### src/rtl/pw_focus_pkg.sv
package pw_focus_pkg;

  typedef struct packed {
    logic loadIn;
    logic prep;
    logic rootStep;
    logic finish;
  } focusStrobes_t;

  localparam real PI_C = 3.14159265358979;

  // Q1.15 sine or cosine of a whole-degree angle, rounded to nearest.
  function automatic int trigQ15(input int deg, input bit wantCos);
    real ang;
    ang = real'(deg) * PI_C / 180.0;
    if (wantCos) return int'($cos(ang) * 32767.0);
    return int'($sin(ang) * 32767.0);
  endfunction

  // Cosine-squared taper sample k of depth entries, full scale 2^wBits-1.
  function automatic int hannQ(input int k, input int depth, input int wBits);
    real c;
    c = $cos(PI_C * real'(k) / real'(2 * depth));
    return int'(c * c * real'((1 << wBits) - 1));
  endfunction

endpackage

### src/rtl/pw_focus_tables.sv
module pw_focus_tables
  import pw_focus_pkg::*;
#(
  parameter int MAX_STEER  = 30,
  parameter int HANN_DEPTH = 256,
  parameter int W_W        = 16,
  localparam int ANG_W     = $clog2(MAX_STEER + 1),
  localparam int HIDX_W    = $clog2(HANN_DEPTH)
) (
  input  logic [ANG_W-1:0]  angIdx,
  input  logic [HIDX_W-1:0] hannIdx,
  output logic [15:0]       sinMag,
  output logic [15:0]       cosMag,
  output logic [W_W-1:0]    hannW
);

  logic [15:0]    sinTab  [0:MAX_STEER];
  logic [15:0]    cosTab  [0:MAX_STEER];
  logic [W_W-1:0] hannTab [0:HANN_DEPTH-1];

  for (genvar g = 0; g <= MAX_STEER; g++) begin : g_trig
    localparam logic [15:0] SIN_V = 16'(trigQ15(g, 1'b0));
    localparam logic [15:0] COS_V = 16'(trigQ15(g, 1'b1));
    assign sinTab[g] = SIN_V;
    assign cosTab[g] = COS_V;
  end

  for (genvar h = 0; h < HANN_DEPTH; h++) begin : g_hann
    localparam logic [W_W-1:0] HANN_V = W_W'(hannQ(h, HANN_DEPTH, W_W));
    assign hannTab[h] = HANN_V;
  end

  assign sinMag = sinTab[angIdx];
  assign cosMag = cosTab[angIdx];
  assign hannW  = hannTab[hannIdx];

endmodule

### src/rtl/pw_focus_ctrl.sv
module pw_focus_ctrl
  import pw_focus_pkg::*;
#(
  parameter int ROOT_W = 16,
  localparam int CNT_W = $clog2(ROOT_W)
) (
  input  logic          clk,
  input  logic          rstN,
  input  logic          start,
  output focusStrobes_t st,
  output logic          done
);

  typedef enum logic [1:0] {S_IDLE, S_PREP, S_ROOT, S_FIN} ctrlState_t;

  ctrlState_t       state;
  logic [CNT_W-1:0] stepCnt;

  always_comb begin
    st          = '0;
    st.loadIn   = (state == S_IDLE) && start;
    st.prep     = (state == S_PREP);
    st.rootStep = (state == S_ROOT);
    st.finish   = (state == S_FIN);
  end

  always_ff @(posedge clk) begin
    if (!rstN) begin
      state   <= S_IDLE;
      stepCnt <= '0;
      done    <= 1'b0;
    end else begin
      done <= st.finish;
      unique case (state)
        S_IDLE: if (start) state <= S_PREP;
        S_PREP: begin
          stepCnt <= '0;
          state   <= S_ROOT;
        end
        S_ROOT: begin
          stepCnt <= stepCnt + 1'b1;
          if (stepCnt == CNT_W'(ROOT_W - 1)) state <= S_FIN;
        end
        default: state <= S_IDLE;
      endcase
    end
  end


  done_pulse_chk: assert property (@(posedge clk) disable iff (!rstN)
    done |=> !done);


  finish_after_root_chk: assert property (@(posedge clk) disable iff (!rstN)
    st.finish |-> $past(st.rootStep));

endmodule

### src/rtl/pw_focus_dp.sv
module pw_focus_dp
  import pw_focus_pkg::*;
#(
  parameter int N_ELEM     = 128,
  parameter int PITCH      = 80,
  parameter int X_W        = 16,
  parameter int Z_W        = 15,
  parameter int DEG_W      = 7,
  parameter int MAX_STEER  = 30,
  parameter int ROOT_W     = 16,
  parameter int ADDR_SHIFT = 3,
  parameter int REC_LEN    = 6025,
  parameter int Z_START    = 64,
  parameter int HANN_DEPTH = 256,
  parameter int W_W        = 16,
  localparam int ELEM_W    = $clog2(N_ELEM),
  localparam int ANG_W     = $clog2(MAX_STEER + 1),
  localparam int HIDX_W    = $clog2(HANN_DEPTH),
  localparam int ADDR_W    = $clog2(REC_LEN),
  localparam int RAD_W     = 2 * ROOT_W,
  localparam int TX_W      = ROOT_W + 3,
  localparam int HALF_AP   = N_ELEM * PITCH / 2,
  localparam int APOD_STEP = N_ELEM * PITCH / HANN_DEPTH
) (
  input  logic                    clk,
  input  logic                    rstN,
  input  focusStrobes_t           st,
  input  logic signed [X_W-1:0]   pixX,
  input  logic [Z_W-1:0]          pixZ,
  input  logic [ELEM_W-1:0]       elemIdx,
  input  logic signed [DEG_W-1:0] steerDeg,
  output logic [ANG_W-1:0]        angIdx,
  output logic [HIDX_W-1:0]       hannIdx,
  input  logic [15:0]             sinMag,
  input  logic [15:0]             cosMag,
  input  logic [W_W-1:0]          hannW,
  output logic [ADDR_W-1:0]       sampleAddr,
  output logic [W_W-1:0]          apodW,
  output logic                    addrOk
);

  // captured request
  logic signed [X_W-1:0] xR;
  logic [Z_W-1:0]        zR;
  logic [ELEM_W-1:0]     elemR;
  logic                  angNegR;

  // prepared geometry
  logic signed [TX_W-1:0] txR;
  logic                   dirOkR;
  logic [W_W-1:0]         wR;

  // square-root state
  logic [RAD_W-1:0]  radA;
  logic [ROOT_W-1:0] rootQ;
  logic [ROOT_W+1:0] rootR;

  // angle saturation on capture
  int   degMag;
  logic degNeg;
  always_comb begin
    degNeg = steerDeg < 0;
    degMag = degNeg ? -int'(steerDeg) : int'(steerDeg);
    if (degMag > MAX_STEER) degMag = MAX_STEER;
  end

  always_ff @(posedge clk) begin
    if (!rstN) begin
      xR      <= '0;
      zR      <= '0;
      elemR   <= '0;
      angIdx  <= '0;
      angNegR <= 1'b0;
    end else if (st.loadIn) begin
      xR      <= pixX;
      zR      <= pixZ;
      elemR   <= elemIdx;
      angIdx  <= ANG_W'(degMag);
      angNegR <= degNeg;
    end
  end

  // geometry of the captured request
  int      elemPos, dx, absDx, hannFull;
  longint  radSum, txSum, sinSgn;
  logic    dirOk, hannIn;
  always_comb begin
    elemPos  = (int'(elemR) + 1 - N_ELEM / 2) * PITCH;
    dx       = elemPos - int'(xR);
    absDx    = (dx < 0) ? -dx : dx;
    radSum   = longint'(int'(zR)) * longint'(int'(zR)) + longint'(dx) * longint'(dx);
    sinSgn   = angNegR ? -longint'(int'(sinMag)) : longint'(int'(sinMag));
    txSum    = longint'(int'(zR)) * longint'(int'(cosMag))
             + longint'(int'(xR)) * sinSgn
             + longint'(HALF_AP) * longint'(int'(sinMag))
             + longint'(1 << 14);
    dirOk    = (int'(zR) >= Z_START) && (absDx <= int'(zR) - Z_START);
    hannFull = absDx / APOD_STEP;
    hannIn   = hannFull < HANN_DEPTH;
    hannIdx  = hannIn ? HIDX_W'(hannFull) : '0;
  end

  // non-restoring root step
  logic [ROOT_W+1:0] rootLeft, rootRight, rootNext;
  always_comb begin
    rootRight = {rootQ, rootR[ROOT_W+1], 1'b1};
    rootLeft  = {rootR[ROOT_W-1:0], radA[RAD_W-1 -: 2]};
    rootNext  = rootR[ROOT_W+1] ? (rootLeft + rootRight) : (rootLeft - rootRight);
  end

  always_ff @(posedge clk) begin
    if (!rstN) begin
      txR    <= '0;
      dirOkR <= 1'b0;
      wR     <= '0;
      radA   <= '0;
      rootQ  <= '0;
      rootR  <= '0;
    end else if (st.prep) begin
      txR    <= TX_W'(txSum >>> 15);
      dirOkR <= dirOk;
      wR     <= hannIn ? hannW : '0;
      radA   <= RAD_W'(radSum);
      rootQ  <= '0;
      rootR  <= '0;
    end else if (st.rootStep) begin
      radA  <= radA << 2;
      rootR <= rootNext;
      rootQ <= {rootQ[ROOT_W-2:0], ~rootNext[ROOT_W+1]};
    end
  end

  // final address and gating
  int   total, addrFull;
  logic resOk;
  always_comb begin
    total    = int'(txR) + int'(rootQ);
    addrFull = total >>> ADDR_SHIFT;
    resOk    = dirOkR && (total >= 0) && (addrFull < REC_LEN);
  end

  always_ff @(posedge clk) begin
    if (!rstN) begin
      sampleAddr <= '0;
      apodW      <= '0;
      addrOk     <= 1'b0;
    end else if (st.finish) begin
      sampleAddr <= resOk ? ADDR_W'(addrFull) : '0;
      apodW      <= resOk ? wR : '0;
      addrOk     <= resOk;
    end
  end


  out_hold_chk: assert property (@(posedge clk) disable iff (!rstN)
    !st.finish |=> ($stable(sampleAddr) && $stable(apodW) && $stable(addrOk)));


  addr_range_chk: assert property (@(posedge clk) disable iff (!rstN)
    addrOk |-> (int'(sampleAddr) < REC_LEN));


  invalid_zero_chk: assert property (@(posedge clk) disable iff (!rstN)
    !addrOk |-> (sampleAddr == '0 && apodW == '0));


  dir_gate_chk: assert property (@(posedge clk) disable iff (!rstN)
    (st.finish && !dirOkR) |=> !addrOk);

endmodule

### src/rtl/pw_focus_delay.sv
module pw_focus_delay
  import pw_focus_pkg::*;
#(
  parameter int N_ELEM     = 128,
  parameter int PITCH      = 80,
  parameter int X_W        = 16,
  parameter int Z_W        = 15,
  parameter int DEG_W      = 7,
  parameter int MAX_STEER  = 30,
  parameter int ROOT_W     = 16,
  parameter int ADDR_SHIFT = 3,
  parameter int REC_LEN    = 6025,
  parameter int Z_START    = 64,
  parameter int HANN_DEPTH = 256,
  parameter int W_W        = 16,
  localparam int ELEM_W    = $clog2(N_ELEM),
  localparam int ANG_W     = $clog2(MAX_STEER + 1),
  localparam int HIDX_W    = $clog2(HANN_DEPTH),
  localparam int ADDR_W    = $clog2(REC_LEN)
) (
  input  logic                    clk,
  input  logic                    rstN,
  input  logic                    start,
  input  logic signed [X_W-1:0]   pixX,
  input  logic [Z_W-1:0]          pixZ,
  input  logic [ELEM_W-1:0]       elemIdx,
  input  logic signed [DEG_W-1:0] steerDeg,
  output logic [ADDR_W-1:0]       sampleAddr,
  output logic [W_W-1:0]          apodW,
  output logic                    addrOk,
  output logic                    done
);

  focusStrobes_t      st;
  logic [ANG_W-1:0]   angIdx;
  logic [HIDX_W-1:0]  hannIdx;
  logic [15:0]        sinMag, cosMag;
  logic [W_W-1:0]     hannW;

  pw_focus_ctrl #(.ROOT_W(ROOT_W)) u_ctrl (
    .clk(clk), .rstN(rstN), .start(start), .st(st), .done(done)
  );

  pw_focus_tables #(
    .MAX_STEER(MAX_STEER), .HANN_DEPTH(HANN_DEPTH), .W_W(W_W)
  ) u_tables (
    .angIdx(angIdx), .hannIdx(hannIdx),
    .sinMag(sinMag), .cosMag(cosMag), .hannW(hannW)
  );

  pw_focus_dp #(
    .N_ELEM(N_ELEM), .PITCH(PITCH), .X_W(X_W), .Z_W(Z_W), .DEG_W(DEG_W),
    .MAX_STEER(MAX_STEER), .ROOT_W(ROOT_W), .ADDR_SHIFT(ADDR_SHIFT),
    .REC_LEN(REC_LEN), .Z_START(Z_START), .HANN_DEPTH(HANN_DEPTH), .W_W(W_W)
  ) u_dp (
    .clk(clk), .rstN(rstN), .st(st),
    .pixX(pixX), .pixZ(pixZ), .elemIdx(elemIdx), .steerDeg(steerDeg),
    .angIdx(angIdx), .hannIdx(hannIdx),
    .sinMag(sinMag), .cosMag(cosMag), .hannW(hannW),
    .sampleAddr(sampleAddr), .apodW(apodW), .addrOk(addrOk)
  );

endmodule

### config.mk
export PLATFORM = sky130hd
export DESIGN_NAME = pw_focus_delay
export DESIGN_NICKNAME = d
export VERILOG_FILES = /design/src/rtl/pw_focus_pkg.sv /design/src/rtl/pw_focus_tables.sv /design/src/rtl/pw_focus_ctrl.sv /design/src/rtl/pw_focus_dp.sv /design/src/rtl/pw_focus_delay.sv
export SDC_FILE = /design/constraint.sdc
export NUM_CORES = 2
export LEC_CHECK = 0
export ABC_CLOCK_PERIOD_IN_PS = 33000
export BUFFER_PORTS_ARGS = -buffer_cell sky130_fd_sc_hd__buf_2
export CORE_UTILIZATION = 55
export DETAILED_ROUTE_END_ITERATION = 6
export PLACE_DENSITY = 0.81
export SLEW_MARGIN = 20
export SYNTH_ARGS = -nofsm -noshare
export SYNTH_HDL_FRONTEND = slang
export SYNTH_SLANG_ARGS = --single-unit
### constraint.sdc
create_clock -name clk -period 33 [get_ports clk]
set_clock_uncertainty 0.2 [all_clocks]
set_input_delay 4.95 -clock clk [delete_from_list [all_inputs] [get_ports clk]]
set_output_delay 4.95 -clock clk [all_outputs]
set_load 0.01 [all_outputs]
==> flow_metrics.py <==
metrics = {
    "status": {
        "outcome": "finished, final reports clean",
    },
    "min_path": {
        "hold_depth": 1,
        "hold_path_startpoint": "u_dp.radA[7]",
        "worstHoldEndpoint": "u_dp.radA[7]",
        "holdCritPathClass": "flop to flop",
    },
    "worst_setup_path": {
        "path_common_cell": "sky130_fd_sc_hd__ha_1",
        "setup_slack_reg_to_reg_ns": 13.26,
        "critical_path.endpoint_type": "flop",
        "critPathMaxStageDelay_ns": 0.76,
        "count_of_cells_along_the_worst_register_to_register_path": 62,
        "path_class": "flop to flop",
        "r2r-end": "u_dp.wR[0]",
        "worstReg2RegStart": "u_dp.elemR[0]",
        "startpoint_type": "flop",
        "critical_path_required_ns": 33.18,
        "critical_path.slowest_cell": "sky130_fd_sc_hd__mux2i_2",
        "wp_data_arrival_ns": 19.92,
        "crit_fanout": 27,
    },
    "detailed_routing": {
        "vias": 54990,
        "wl_per_cell_um": 23.43,
        "drt_iter0_markers": 5626,
        "drt-total-wl_um": 209500,
        "antenna_left": 0,
        "viasPerCell": 6.150,
        "first_pass_detailed_route_iteration_total": 6,
        "drc": 0,
    },
    "place": {
        "gp_congestion": 1.033,
        "port-buffer-count": 78,
        "post_dp_cell_area_um2": 64870,
        "hpwlAfterDp_um": 162200,
    },
    "grt": {
        "grt_max_degree": 73,
        "grt.busiest_layer": "met2",
        "met2_usage": 0.5610,
        "grtUsageMet1": 0.4825,
        "globalRoute.totalOverflow": 0,
        "groute.layer.met3.usage": 0.09853,
        "gr-usage-all-layers": 0.3680,
        "antenna_found_initial": 5,
        "grt_pass1_wl_um": 329500,
        "first_global_vias": 57180,
    },
    "yosys": {
        "mappedNetlistNets": 9323,
        "mappedNetlistArea_um2": 62900,
        "ys_types": 129,
        "synth_async_sr_flop_share": 0,
        "syn_inst": 7589,
        "synthTopCellsByArea": "sky130_fd_sc_hd__fa_1 35%, sky130_fd_sc_hd__ha_1 12%, sky130_fd_sc_hd__inv_1 8.5%",
        "yosysSeqAreaShare": 0.05793,
        "ys.warnings.count": 0,
        "postSynth.topFlopCell": "sky130_fd_sc_hd__dfxtp_1",
        "synthDominantAreaCellType": "sky130_fd_sc_hd__fa_1",
        "yosys.area.top_type_share": 0.3460,
        "synth.avg_cell_area_um2": 8.288,
        "postSynthRegisterBits": 182,
        "synth_enable_flop_cells": 0,
    },
    "die": {
        "design.portCount": 79,
        "die-area_um2": 115700,
        "chipHeight_um": 340.2,
        "floorplan.initialDensity": 0.5568,
        "die_width_um": 340.2,
        "placementRows": 123,
        "core_area_um2": 113000,
    },
    "clocking": {
        "cts.htree.levels": 4,
        "quantity_of_gates_resized_following_cts": 0,
        "tritoncts": "built",
        "root_buffer": "sky130_fd_sc_hd__clkbuf_16",
        "tritoncts_num_sinks": 182,
        "post_cts.repair.setup_buffers": 0,
        "numCtsBuffers": 17,
        "ctsLongestPathBuffers": 2,
        "cts.hold.buffers_added": 0,
        "worstSkewPairLatency_ns": 0.52,
        "cts.reportedPaths.clkPinSlew_ns": 0.09,
    },
    "timing": {
        "final_period_demand_of_the_worst_path_ns": 19.74,
        "slew_headroom": 0.1948,
        "grt_setup_unrepaired": "no",
        "fin_tns_setup_ns": 0,
        "max_freq_mhz": 50.65,
        "slew_violations": 0,
        "final-hold-violation-count": 0,
        "fin_hold_ws_ns": 0.2874,
        "least_margin_pin_slew_ns": 1.208,
        "final-setup-viol-count": 0,
        "min_period_over_period": 0.5982,
    },
    "final_layout": {
        "stdcell_area_um2": 65570,
        "post_route_cells_drive_above_1_share": 0.05765,
        "layout_common_cells": "1,415 x sky130_fd_sc_hd__inv_1, 1,087 x sky130_fd_sc_hd__fa_1, 940 x sky130_fd_sc_hd__nand2_1, 596 x sky130_fd_sc_hd__ha_1, 428 x sky130_fd_sc_hd__nor2_1",
        "multiInputGateArea_um2": 52520,
        "ff_latch_area_um2": 3646,
        "areaGrowthSynthToFinish_pct": 4.243,
        "nNetsFinal": 9162,
        "final_common_cell": "sky130_fd_sc_hd__inv_1",
        "antenna_cells_inserted": 0,
        "num-fill-cells": 9836,
    },
    "run": {
        "maxCapViolCount": 0,
    },
}
worst max-delay path by stage:
stage / start / to / cells after the start
floorplan: u_dp.elemR[0] / u_dp.wR[9] / 69
global route: u_dp.elemR[0] / u_dp.wR[0] / 62
global placement: u_dp.elemR[0] / u_dp.wR[0] / 64
CTS: u_dp.elemR[0] / u_dp.wR[0] / 62
finish: u_dp.elemR[0] / u_dp.wR[0] / 62
detailed placement: u_dp.elemR[0] / u_dp.wR[0] / 62
kinds of logic (layout without fill, tap and decap cells):
group                    count (synthesis)  after routing  synth area share
AND/OR/NAND/NOR                       2087           2087            0.1532
buffers and inverters                 1844           1696            0.1112
adder cells (fa/ha/maj)               1692           1692            0.4661
AO/OA/AOI/OAI                         1370           1370            0.1508
XOR/XNOR                               304            304           0.04281
flip-flops                             182            182           0.05793
multiplexers                           109            109           0.01792
other                                    1              1        0.00005962
critical path: cells and delay by family (launching register included):
family | cells | cell delay (ns)
compound gates | 29 | 9.28
xor+xnor | 3 | 0.72
simple gates | 12 | 2.84
mux | 2 | 1.15
fa+ha+maj | 7 | 2.53
buf+inv | 9 | 2.34
flops | 1 | 0.46
per-layer routing:
metal | wire length, um | part of all wire
met1 | 80830 | 0.39
met2 | 91580 | 0.44
met3 | 24580 | 0.12
met5 | 38 | 0.00018
met4 | 12420 | 0.059
synth_stat cells, drive strengths merged, types with 13 or more instances:
cell type / count
nand4: 34
a21oi: 369
a221oi: 33
o211a: 39
o21a: 34
nor2: 441
o21ai: 239
a31oi: 52
o211ai: 46
nand2: 945
fa: 1087
xnor2: 244
a211oi: 60
nand3: 91
a21o: 66
or2: 30
o311ai: 17
nor3: 87
a311oi: 21
o31ai: 30
ha: 599
clkinv: 19
a211o: 19
o2111ai: 16
a2111oi: 13
or3: 15
mux2i: 102
nor2b: 106
nor4: 41
and2: 193
o221ai: 24
o21bai: 71
dfxtp: 182
and3: 16
xor2: 60
buf: 83
a21boi: 58
nand2b: 49
clkbuf: 316
inv: 1426
o22ai: 23
area by class of cell:
type / count / area share
clock buffer: 17 / 0.006488
inverter: 1445 / 0.08276
tap: 1500 / 0.02862
multi-input combinational: 5563 / 0.8009
clock inverter: 15 / 0.003320
sequential: 182 / 0.05561
timing repair buffer: 219 / 0.02225
state kept, by name, summed over array words and instances, names as in the netlist, 13 cells and up:
register / flops
u_dp.apodW: 16
u_dp.wR: 16
u_dp.radA: 32
u_dp.sampleAddr: 13
u_dp.xR: 16
u_dp.rootQ: 16
u_dp.rootR: 17
u_dp.zR: 15
u_dp.txR: 19
metrics by stage:
step	cells	utilization	worst slack, ns
finish	8941	0.5804	13.26
global route	8941	0.5804	11.93
CTS	8941	0.5800	13.80
detailed placement	8909	0.5743	13.90
global placement	8908	0.5741	13.94
floorplan	7589	-	17.99
Power is left out: the tool's default activity adds up to more than one toggle a clock period on the data nets, which glitch-free logic cannot reach.
